`src/rtl/chg_pkg.sv`:
```
package chg_pkg;
  typedef enum logic [2:0] {
    ST_OFF   = 3'd0,
    ST_PRE   = 3'd1,
    ST_FAST  = 3'd2,
    ST_DONE  = 3'd3,
    ST_FAULT = 3'd4,
    ST_SUSP  = 3'd5
  } chg_state_e;

  localparam int unsigned NUM_QUAL = 4;
  localparam int unsigned Q_BATLOW = 0;
  localparam int unsigned Q_BATOK  = 1;
  localparam int unsigned Q_TERM   = 2;
  localparam int unsigned Q_RCH    = 3;
endpackage

```
`src/rtl/chg_qual.sv`:
```
module chg_qual #(
  parameter int unsigned QUAL_CYC = 1125000,
  parameter int unsigned N        = 4
) (
  input  logic         clk_i,
  input  logic         rst_ni,
  input  logic [N-1:0] flag_i,
  output logic [N-1:0] q_o
);
  localparam int unsigned CW = $clog2(QUAL_CYC + 1);

  for (genvar i = 0; i < N; i++) begin : g_ch
    logic [CW-1:0] cnt_q;
    always_ff @(posedge clk_i or negedge rst_ni) begin
      if (!rst_ni)                      cnt_q <= '0;
      else if (!flag_i[i])              cnt_q <= '0;
      else if (cnt_q != CW'(QUAL_CYC))  cnt_q <= cnt_q + 1'b1;
    end
    assign q_o[i] = (cnt_q == CW'(QUAL_CYC));
  end
endmodule

```
`src/rtl/chg_timer.sv`:
```
module chg_timer #(
  parameter int unsigned BASE_W = 16
) (
  input  logic              clk_i,
  input  logic              rst_ni,
  input  logic              clr_i,
  input  logic              run_i,
  input  logic              pre_i,
  input  logic              slow_i,
  input  logic [BASE_W-1:0] base_i,
  output logic              expired_o
);
  localparam int unsigned TW = BASE_W + 5;

  logic [TW-1:0] base_x, lim, lim2;
  logic [TW-1:0] prog_q, wall_q;
  logic          half_q;

  assign base_x = TW'(base_i);
  assign lim    = pre_i ? base_x : (base_x << 3) + (base_x << 1);
  assign lim2   = lim << 1;

  always_ff @(posedge clk_i or negedge rst_ni) begin
    if (!rst_ni) begin
      prog_q <= '0;
      wall_q <= '0;
      half_q <= 1'b0;
    end else if (clr_i) begin
      prog_q <= '0;
      wall_q <= '0;
      half_q <= 1'b0;
    end else if (run_i) begin
      wall_q <= wall_q + 1'b1;
      half_q <= slow_i ? ~half_q : 1'b0;
      if (!slow_i || half_q) prog_q <= prog_q + 1'b1;
    end
  end

  // wall-clock ceiling bounds the stretch
  assign expired_o = (prog_q >= lim) || (wall_q >= lim2);
endmodule

```
`src/rtl/chg_fsm.sv`:
```
module chg_fsm
  import chg_pkg::*;
(
  input  logic                clk_i,
  input  logic                rst_ni,
  input  logic                pwr_ok_i,
  input  logic                chg_en_i,
  input  logic                tshut_i,
  input  logic                bat_low_i,
  input  logic [NUM_QUAL-1:0] qual_i,
  input  logic                tmr_exp_i,
  output chg_state_e          state_o,
  output logic                tmr_clr_o,
  output logic                tmr_run_o,
  output logic                tmr_pre_o
);
  chg_state_e state_q, state_d;
  logic       resume_pre_q, resume_pre_d;

  always_comb begin
    state_d      = state_q;
    resume_pre_d = resume_pre_q;
    if (!pwr_ok_i || !chg_en_i) begin
      state_d = ST_OFF;
    end else begin
      unique case (state_q)
        ST_OFF:  state_d = bat_low_i ? ST_PRE : ST_FAST;
        ST_PRE: begin
          if (tshut_i) begin
            state_d      = ST_SUSP;
            resume_pre_d = 1'b1;
          end else if (tmr_exp_i)        state_d = ST_FAULT;
          else if (qual_i[Q_BATOK])      state_d = ST_FAST;
        end
        ST_FAST: begin
          if (tshut_i) begin
            state_d      = ST_SUSP;
            resume_pre_d = 1'b0;
          end else if (tmr_exp_i)        state_d = ST_FAULT;
          else if (qual_i[Q_BATLOW])     state_d = ST_PRE;
          else if (qual_i[Q_TERM])       state_d = ST_DONE;
        end
        ST_SUSP: if (!tshut_i) state_d = resume_pre_q ? ST_PRE : ST_FAST;
        ST_DONE: if (qual_i[Q_RCH]) state_d = bat_low_i ? ST_PRE : ST_FAST;
        ST_FAULT: state_d = ST_FAULT;
        default:  state_d = ST_OFF;
      endcase
    end
  end

  always_ff @(posedge clk_i or negedge rst_ni) begin
    if (!rst_ni) begin
      state_q      <= ST_OFF;
      resume_pre_q <= 1'b0;
    end else begin
      state_q      <= state_d;
      resume_pre_q <= resume_pre_d;
    end
  end

  // fresh timer on each phase entry, except a return from suspend
  assign tmr_clr_o = (state_d != state_q) && (state_q != ST_SUSP) &&
                     ((state_d == ST_PRE) || (state_d == ST_FAST));
  assign tmr_run_o = (state_q == ST_PRE) || (state_q == ST_FAST);
  assign tmr_pre_o = (state_q == ST_PRE);
  assign state_o   = state_q;
endmodule

```
`src/rtl/chg_ctrl.sv`:
```
module chg_ctrl
  import chg_pkg::*;
#(
  parameter int unsigned BASE_W   = 16,
  parameter int unsigned QUAL_CYC = 1125000
) (
  input  logic              clk_i,
  input  logic              rst_ni,
  input  logic              pwr_ok_i,
  input  logic              chg_en_i,
  input  logic              bat_low_i,
  input  logic              term_i,
  input  logic              rch_low_i,
  input  logic              reg_loop_i,
  input  logic              tshut_i,
  input  logic [BASE_W-1:0] base_i,
  output logic              charge_on_o,
  output logic              pre_sel_o,
  output logic [2:0]        state_o
);
  logic [NUM_QUAL-1:0] flags, qual;
  logic                tmr_clr, tmr_run, tmr_pre, tmr_exp;
  chg_state_e          st;

  always_comb begin
    flags           = '0;
    flags[Q_BATLOW] = bat_low_i;
    flags[Q_BATOK]  = ~bat_low_i;
    flags[Q_TERM]   = term_i & ~rch_low_i;
    flags[Q_RCH]    = rch_low_i;
  end

  chg_qual #(.QUAL_CYC(QUAL_CYC), .N(NUM_QUAL)) u_qual (
    .clk_i (clk_i), .rst_ni(rst_ni), .flag_i(flags), .q_o(qual)
  );

  chg_timer #(.BASE_W(BASE_W)) u_tmr (
    .clk_i    (clk_i),
    .rst_ni   (rst_ni),
    .clr_i    (tmr_clr),
    .run_i    (tmr_run),
    .pre_i    (tmr_pre),
    .slow_i   (reg_loop_i),
    .base_i   (base_i),
    .expired_o(tmr_exp)
  );

  chg_fsm u_fsm (
    .clk_i    (clk_i),
    .rst_ni   (rst_ni),
    .pwr_ok_i (pwr_ok_i),
    .chg_en_i (chg_en_i),
    .tshut_i  (tshut_i),
    .bat_low_i(bat_low_i),
    .qual_i   (qual),
    .tmr_exp_i(tmr_exp),
    .state_o  (st),
    .tmr_clr_o(tmr_clr),
    .tmr_run_o(tmr_run),
    .tmr_pre_o(tmr_pre)
  );

  assign state_o     = st;
  assign charge_on_o = (st == ST_PRE) || (st == ST_FAST);
  assign pre_sel_o   = (st == ST_PRE);
endmodule

```
`config.mk`:
```
export PLATFORM = sky130hd
export DESIGN_NAME = chg_ctrl
export DESIGN_NICKNAME = d
export VERILOG_FILES = /design/src/rtl/chg_pkg.sv /design/src/rtl/chg_qual.sv /design/src/rtl/chg_timer.sv /design/src/rtl/chg_fsm.sv /design/src/rtl/chg_ctrl.sv
export SDC_FILE = /design/constraint.sdc
export NUM_CORES = 1
export LEC_CHECK = 0
export BUFFER_PORTS_ARGS = -buffer_cell sky130_fd_sc_hd__buf_2
export CAP_MARGIN = 15
export CELL_PAD_IN_SITES_DETAIL_PLACEMENT = 1
export CELL_PAD_IN_SITES_GLOBAL_PLACEMENT = 1
export CORE_ASPECT_RATIO = 1.4
export CORE_MARGIN = 2
export CORE_UTILIZATION = 50
export DETAILED_ROUTE_END_ITERATION = 10
export GPL_ROUTABILITY_DRIVEN = 1
export GPL_TIMING_DRIVEN = 0
export PLACE_DENSITY = 0.84
export SKIP_CTS_REPAIR_TIMING = 1
export SYNTH_ARGS = -nofsm -noshare
export SYNTH_HDL_FRONTEND = slang
export SYNTH_SLANG_ARGS = --single-unit
```
`constraint.sdc`:
```
create_clock -name clk_i -period 5.7 [get_ports clk_i]
set_input_delay 0.57 -clock clk_i [delete_from_list [all_inputs] [get_ports clk_i]]
set_output_delay 0.57 -clock clk_i [all_outputs]
set_load 0.005 [all_outputs]
```
# After elaboration in Yosys (flattened, before gate mapping)
# Cells that the tools add are included.
[totals]
regBits = 131
inputBits = 25
output_inout_bits = 5
elab_cells = 94
[op_classes]
add_sub_neg = 7
order_cmp = 2
eq_ne = 22
mux = 33
bitwise = 4
n_reduce_logical = 17
[op_table]
columns = ["operator", "n"]
rows = [
  ["21-bit two-way mux", 14],
  ["21-bit by 1-bit adder with 21-bit output, second input constant", 6],
  ["21-bit == test, second input constant", 4],
  ["21-bit inequality test, second input constant", 4],
  ["21-bit >= comparator", 2],
  ["3-bit two-way mux", 10],
  ["19-bit by 17-bit adder with 20-bit output", 1],
  ["3-bit one-hot mux with 6 select lines", 1],
  ["3-bit by 2-bit == test with 1-bit output, second input constant", 3],
  ["2-bit nonzero test", 4],
  ["3-bit by 1-bit == test with 1-bit output, second input constant", 2],
  ["3-bit == test, second input constant", 2],
  ["2-bit inequality test, second input constant", 3],
  ["1-bit logical OR", 5],
  ["1-bit two-way mux", 5],
  ["2-bit two-way mux", 2],
  ["2-bit by 1-bit inequality test with 1-bit output, second input constant", 2],
  ["4-bit AND reduction", 1],
  ["1-bit logical NOT", 3],
  ["3-bit logical NOT", 1],
  ["3-bit inequality test", 1],
  ["3-bit inequality test, second input constant", 1],
  ["1-bit NOT", 3],
  ["1-bit logical AND", 2],
  ["other kinds (3)", 3],
]

# Longest topological paths before layout
[depth]
word_depth = 13
ltp_mapped = 23
mapped_depth_nobuf = 21

# By module
# From an unflattened synthesis, not the netlist that was laid out.
[unflattened]
hier_cells = 976
area_unflattened_um2 = 8857.2
[by_module_without_submodules]
columns = ["module", "n_inst", "cells_per_inst", "area_each_um2", "seq_area_each_um2"]
rows = [
  ["chg_qual", 1, 473, 4524.3, 2102.0],
  ["chg_timer", 1, 439, 3838.7, 1076.0],
  ["chg_fsm", 1, 59, 464.2, 100.1],
  ["chg_ctrl", 1, 5, 30.0, 0.0],
]

# Worst setup path before layout
# No wires, ideal clock.
[synth_timing]
path_type = "input to register"
from = "input base_i[0]"
to = "register u_tmr.wall_q[0]"
setup_time_ps = 121
arrival_ps = 4898
required_ps = 5579
path_slack_ps = 682
stages = 21
n_path_buf = 1
cell_sequence = "ha_1 -> fa_1 -> a21oi_4 -> o22ai_2 -> a2111oi_4 -> o21ai_2 -> a21o_1 -> a21o_1 -> a21oi_1 -> xnor2_1 -> nand2_1 -> ha_1 -> a21oi_1 -> nor2b_1 -> o21ai_0 -> nand3_1 -> or3b_4 -> o31a_1 -> a2111oi_4 -> buf_6 -> nor3_2"
[synth_between]
elab_chain_len = 12
elab_cells_between_ends = 19
classes_between = "add/sub: 1; order compare: 2; eq/ne: 3; mux: 8; reduce/logical: 5"
[synth_rtl]
columns = ["element", "line", "source"]
rows = [
  ["start, declared", "chg_ctrl.sv:16", "input logic [BASE_W-1:0] base_i,"],
  ["19-bit by 17-bit adder with 20-bit output", "chg_timer.sv:20", "assign lim = pre_i ? base_x : (base_x << 3) + (base_x << 1);"],
  ["21-bit two-way mux (*)", "chg_timer.sv:20", ""],
  ["21-bit >= comparator", "chg_timer.sv:40", "assign expired_o = (prog_q >= lim) || (wall_q >= lim2);"],
  ["1-bit logical OR (*)", "chg_timer.sv:40", ""],
  ["3-bit two-way mux, on equally long branches", "chg_fsm.sv:39, chg_fsm.sv:32", ""],
  ["3-bit two-way mux, on equally long branches", "chg_fsm.sv:36, chg_fsm.sv:29", ""],
  ["3-bit one-hot mux with 6 select lines (*)", "chg_fsm.sv:26", "unique case (state_q)"],
  ["3-bit two-way mux (*)", "chg_fsm.sv:23", "if (!pwr_ok_i || !chg_en_i) begin"],
  ["3-bit inequality test (tied with other cells)", "chg_fsm.sv:62", "assign tmr_clr_o = (state_d != state_q) && (state_q != ST_SUSP) &&"],
  ["1-bit logical AND or 1-bit logical OR (tied branches)", "chg_fsm.sv:62, chg_fsm.sv:63", ""],
  ["1-bit logical AND (*)", "chg_fsm.sv:62", ""],
  ["21-bit two-way mux or 2-bit nonzero test (tied branches)", "n/a", ""],
  ["end signal, assigned", "chg_timer.sv:33", "wall_q <= wall_q + 1'b1;"],
  ["end, declared", "chg_timer.sv:16", "logic [TW-1:0] prog_q, wall_q;"],
]
# Every way passes the cells marked *; elsewhere a longest branch is shown, timed or not.
# A chain may end at the register's enable or synchronous reset.

# Worst setup path in the final report
[layout_timing]
from = "input base_i[0]"
to = "register u_tmr.wall_q[7]"
# The elaborated chain is that of the path after synthesis.

==> qor.csv <==
metric,value,unit
ys_types,75,
grt_pass1_vias,7852,
cts.clk_slew.worst_paths,0.06,ns
core-area,0.01740,mm²
worstPathMaxFanout,10,
slew_violations,0,
die_w,116.6,µm
finClkSkew,0.01154,ns
synth_seq_area_share,0.3694,
avgSynthCellArea,9.594,µm²
io_pins,30,
crit_chain,buf_2 > ha_1 > fa_1 > a21oi_4 > o22ai_2 > a2111oi_4 > o21ai_2 > a21o_1 > a21o_1 > a21oi_1 > xnor2_1 > nand2_1 > ha_1 > a21oi_1 > nor2b_1 > o21ai_0 > nand3_1 > or3b_4 > o31a_1 > a2111oi_4 > buf_4 > buf_6 > nor3_2,
ant_nets,0,
outcome,finished clean,
clockRootBuffer,clkbuf_16,
synth_edf_count,0,
clockBufferDepth,2,
crit_start,base_i[0],
die_h,161.6,µm
seqPwrFrac,0.378,
maxSlewHeadroom,0.4328,
drive_above_1_share,0.1418,
p_clk_frac,0.469,
port_buffers,27,
rsz0062_at_grt,no,
period_needed,5.317,ns
yosysWarnings,0,
drtIter0Drc,281,
min_period_over_period,0.9328,
ys_seq_elements,131,
cpPeakStageDelay,0.53,ns
leakagePower,4.423,nW
hpwl,15360,µm
fmax,188.1,MHz
syn_area,0.008875,mm²
final_common_cell,dfrtp_1,
crit_type,primary input to register,
hold_viol,0,
path_buf_inv,3,
syn_inst,925,
layout_common_cells,"dfrtp_1 (131), nor2_1 (85), nand2_1 (77), xnor2_1 (62), ha_1 (56)",
cp_slowest_cell,a2111oi_4,
start_util,0.5100,
finalSetupViolations,0,
diodes,0,
p_switching,0.7063,mW
fin_nets,1056,
pre_cts_ws,-0.1811,ns
cp-end-kind,register,
cts_inserted_buffers,17,
syn_nets,1007,
p_comb_frac,0.153,
routed_via_density,5.794,
cts_tree,built,
grt.overflow.total,0,
worst_pin_slew,0.8508,ns
start_kind,primary input,
yosys_most_used_dff,dfrtp_1,
synth.top_cell.area_share,0.3694,
synth_top_cells_by_area,"dfrtp_1 (37%), ha_1 (7.9%), xnor2_1 (6.1%)",
vias,7086,
p_per_area,262.3,mW/mm²
dp_cells,1189,
r2r_start,u_fsm.state_o[0],
wl,22000,µm
p_total,2.627,mW
fin_cells,1223,
grt_start_max_net_pins,74,
grt_pass1_wl,37360,µm
layout_setup_ws,0.3830,ns
hold_path.class,primary input to asynchronous set/reset pin,
cts_sinks,131,
first_pass_iters,6,
area_delta_synth_final,12.83,%
antenna_found_initial,0,
drc,0,
ir_worst_vdd,227.3,µV
cp_top_family,compound AO/OA/AOI/OAI gates,
wire_per_inst,17.99,µm
place.gp.congestion,0.8089,
async_flop_share,1.000,
switching_share,0.2689,
cp.arrival,5.62,ns
grt.total_usage,0.2480,
internal_power,1.920,mW
insertion_delay,0.42,ns
synth.largest_area_cell,dfrtp_1,
num_rows,57,
crit_required,6.00,ns
die-area,0.01885,mm²
maxCapViolations,0,
cts.htree.levels,4,
[final cells by class]
cell class / instances / area [µm²]
clock buffer: 20 / 456.7
tap: 236 / 295.3
sequential: 131 / 3278
clock inverter: 12 / 202.7
fill: 2038 / 7388
buffer: 28 / 279.0
timing repair buffer: 30 / 183.9
multi-input combinational: 739 / 5215
inverter: 27 / 102.6
[cell families (layout without fill, tap and decap cells)]
group / after synthesis / count (layout) / share of synthesized area
simple gates: 412 / 412 / 0.2642
fa+ha+maj: 58 / 58 / 0.08233
mux: 13 / 13 / 0.01494
compound gates: 139 / 139 / 0.1107
buf+inv: 55 / 117 / 0.04300
xor+xnor: 117 / 117 / 0.1155
flops: 131 / 131 / 0.3694
[Yosys cell counts, drive strengths merged (5+ instances only)]
library cell and instances:
dfrtp 131, nor2 85, nand2 77, xnor2 62, ha 56, nor3 56
xor2 55, nand3 43, a21oi 37, and2 37, o21ai 36, inv 26
and3 24, nand4 22, clkbuf 16, nor2b 13, or3 13, buf 11
mux2i 11, a211oi 10, a21o 10, nor4bb 9, nor4b 8, a21boi 6
and4 6, nand2b 5, nor4 5
[metal layers]
layer / track usage / part of all wire / vias up
met1: 0.2782 / 0.40 / 3578
li1: - / - / 3382
met5: 0 / 0 / -
met3: 0.03377 / 0.018 / 41
met2: 0.4675 / 0.56 / 85
met4: 0.09037 / 0.028 / 0
[worst paths after layout]
check	cells after the start	slack, ns	to
setup reg to reg	20	0.61	u_tmr.wall_q[7]
hold / removal	1	0.13	u_qual.g_ch[0].cnt_q[15]
hold reg to reg	2	0.57	u_qual.g_ch[1].cnt_q[16]
max in group asynchronous	2	4.79	u_qual.g_ch[2].cnt_q[3]
min in group clk_i	2	0.42	u_qual.g_ch[3].cnt_q[6]
setup / recovery	23	0.38	u_tmr.wall_q[7]
[power by group through the flow]
stage	clock network [mW]	registers [mW]	logic [mW]
final	1.23	0.992	0.402
after global routing	1.29	0.996	0.452
after CTS	1.25	0.991	0.408
after detailed placement	0	1.01	0.399
after global placement	0	1.00	0.377
after floorplan	0	0.995	0.282
[registers in the layout, indices dropped and copies added (netlist names)]
register	flops
u_qual.g_ch.cnt_q	84
u_tmr.prog_q	21
u_tmr.wall_q	21
u_fsm.state_o	3
u_fsm.resume_pre_q	1
u_tmr.half_q	1
[through the flow]
| stage | utilization | hold slack, ns | area [µm²] | setup TNS (ns) |
|---|---|---|---|---|
| 2_1_floorplan | - | 0.2744 | 8875 | 0 |
| 3_3_place_gp | 0.5347 | 0.5233 | 9305 | -3.364 |
| 3_5_place_dp | 0.5367 | 0.5577 | 9339 | -6.703 |
| 4_1_cts | 0.5746 | 0.1470 | 9998 | 0 |
| 5_1_grt | 0.5754 | 0.1583 | 10010 | 0 |
| 6_report | 0.5754 | 0.1269 | 10010 | 0 |
(Power assumes the default switching activity.)
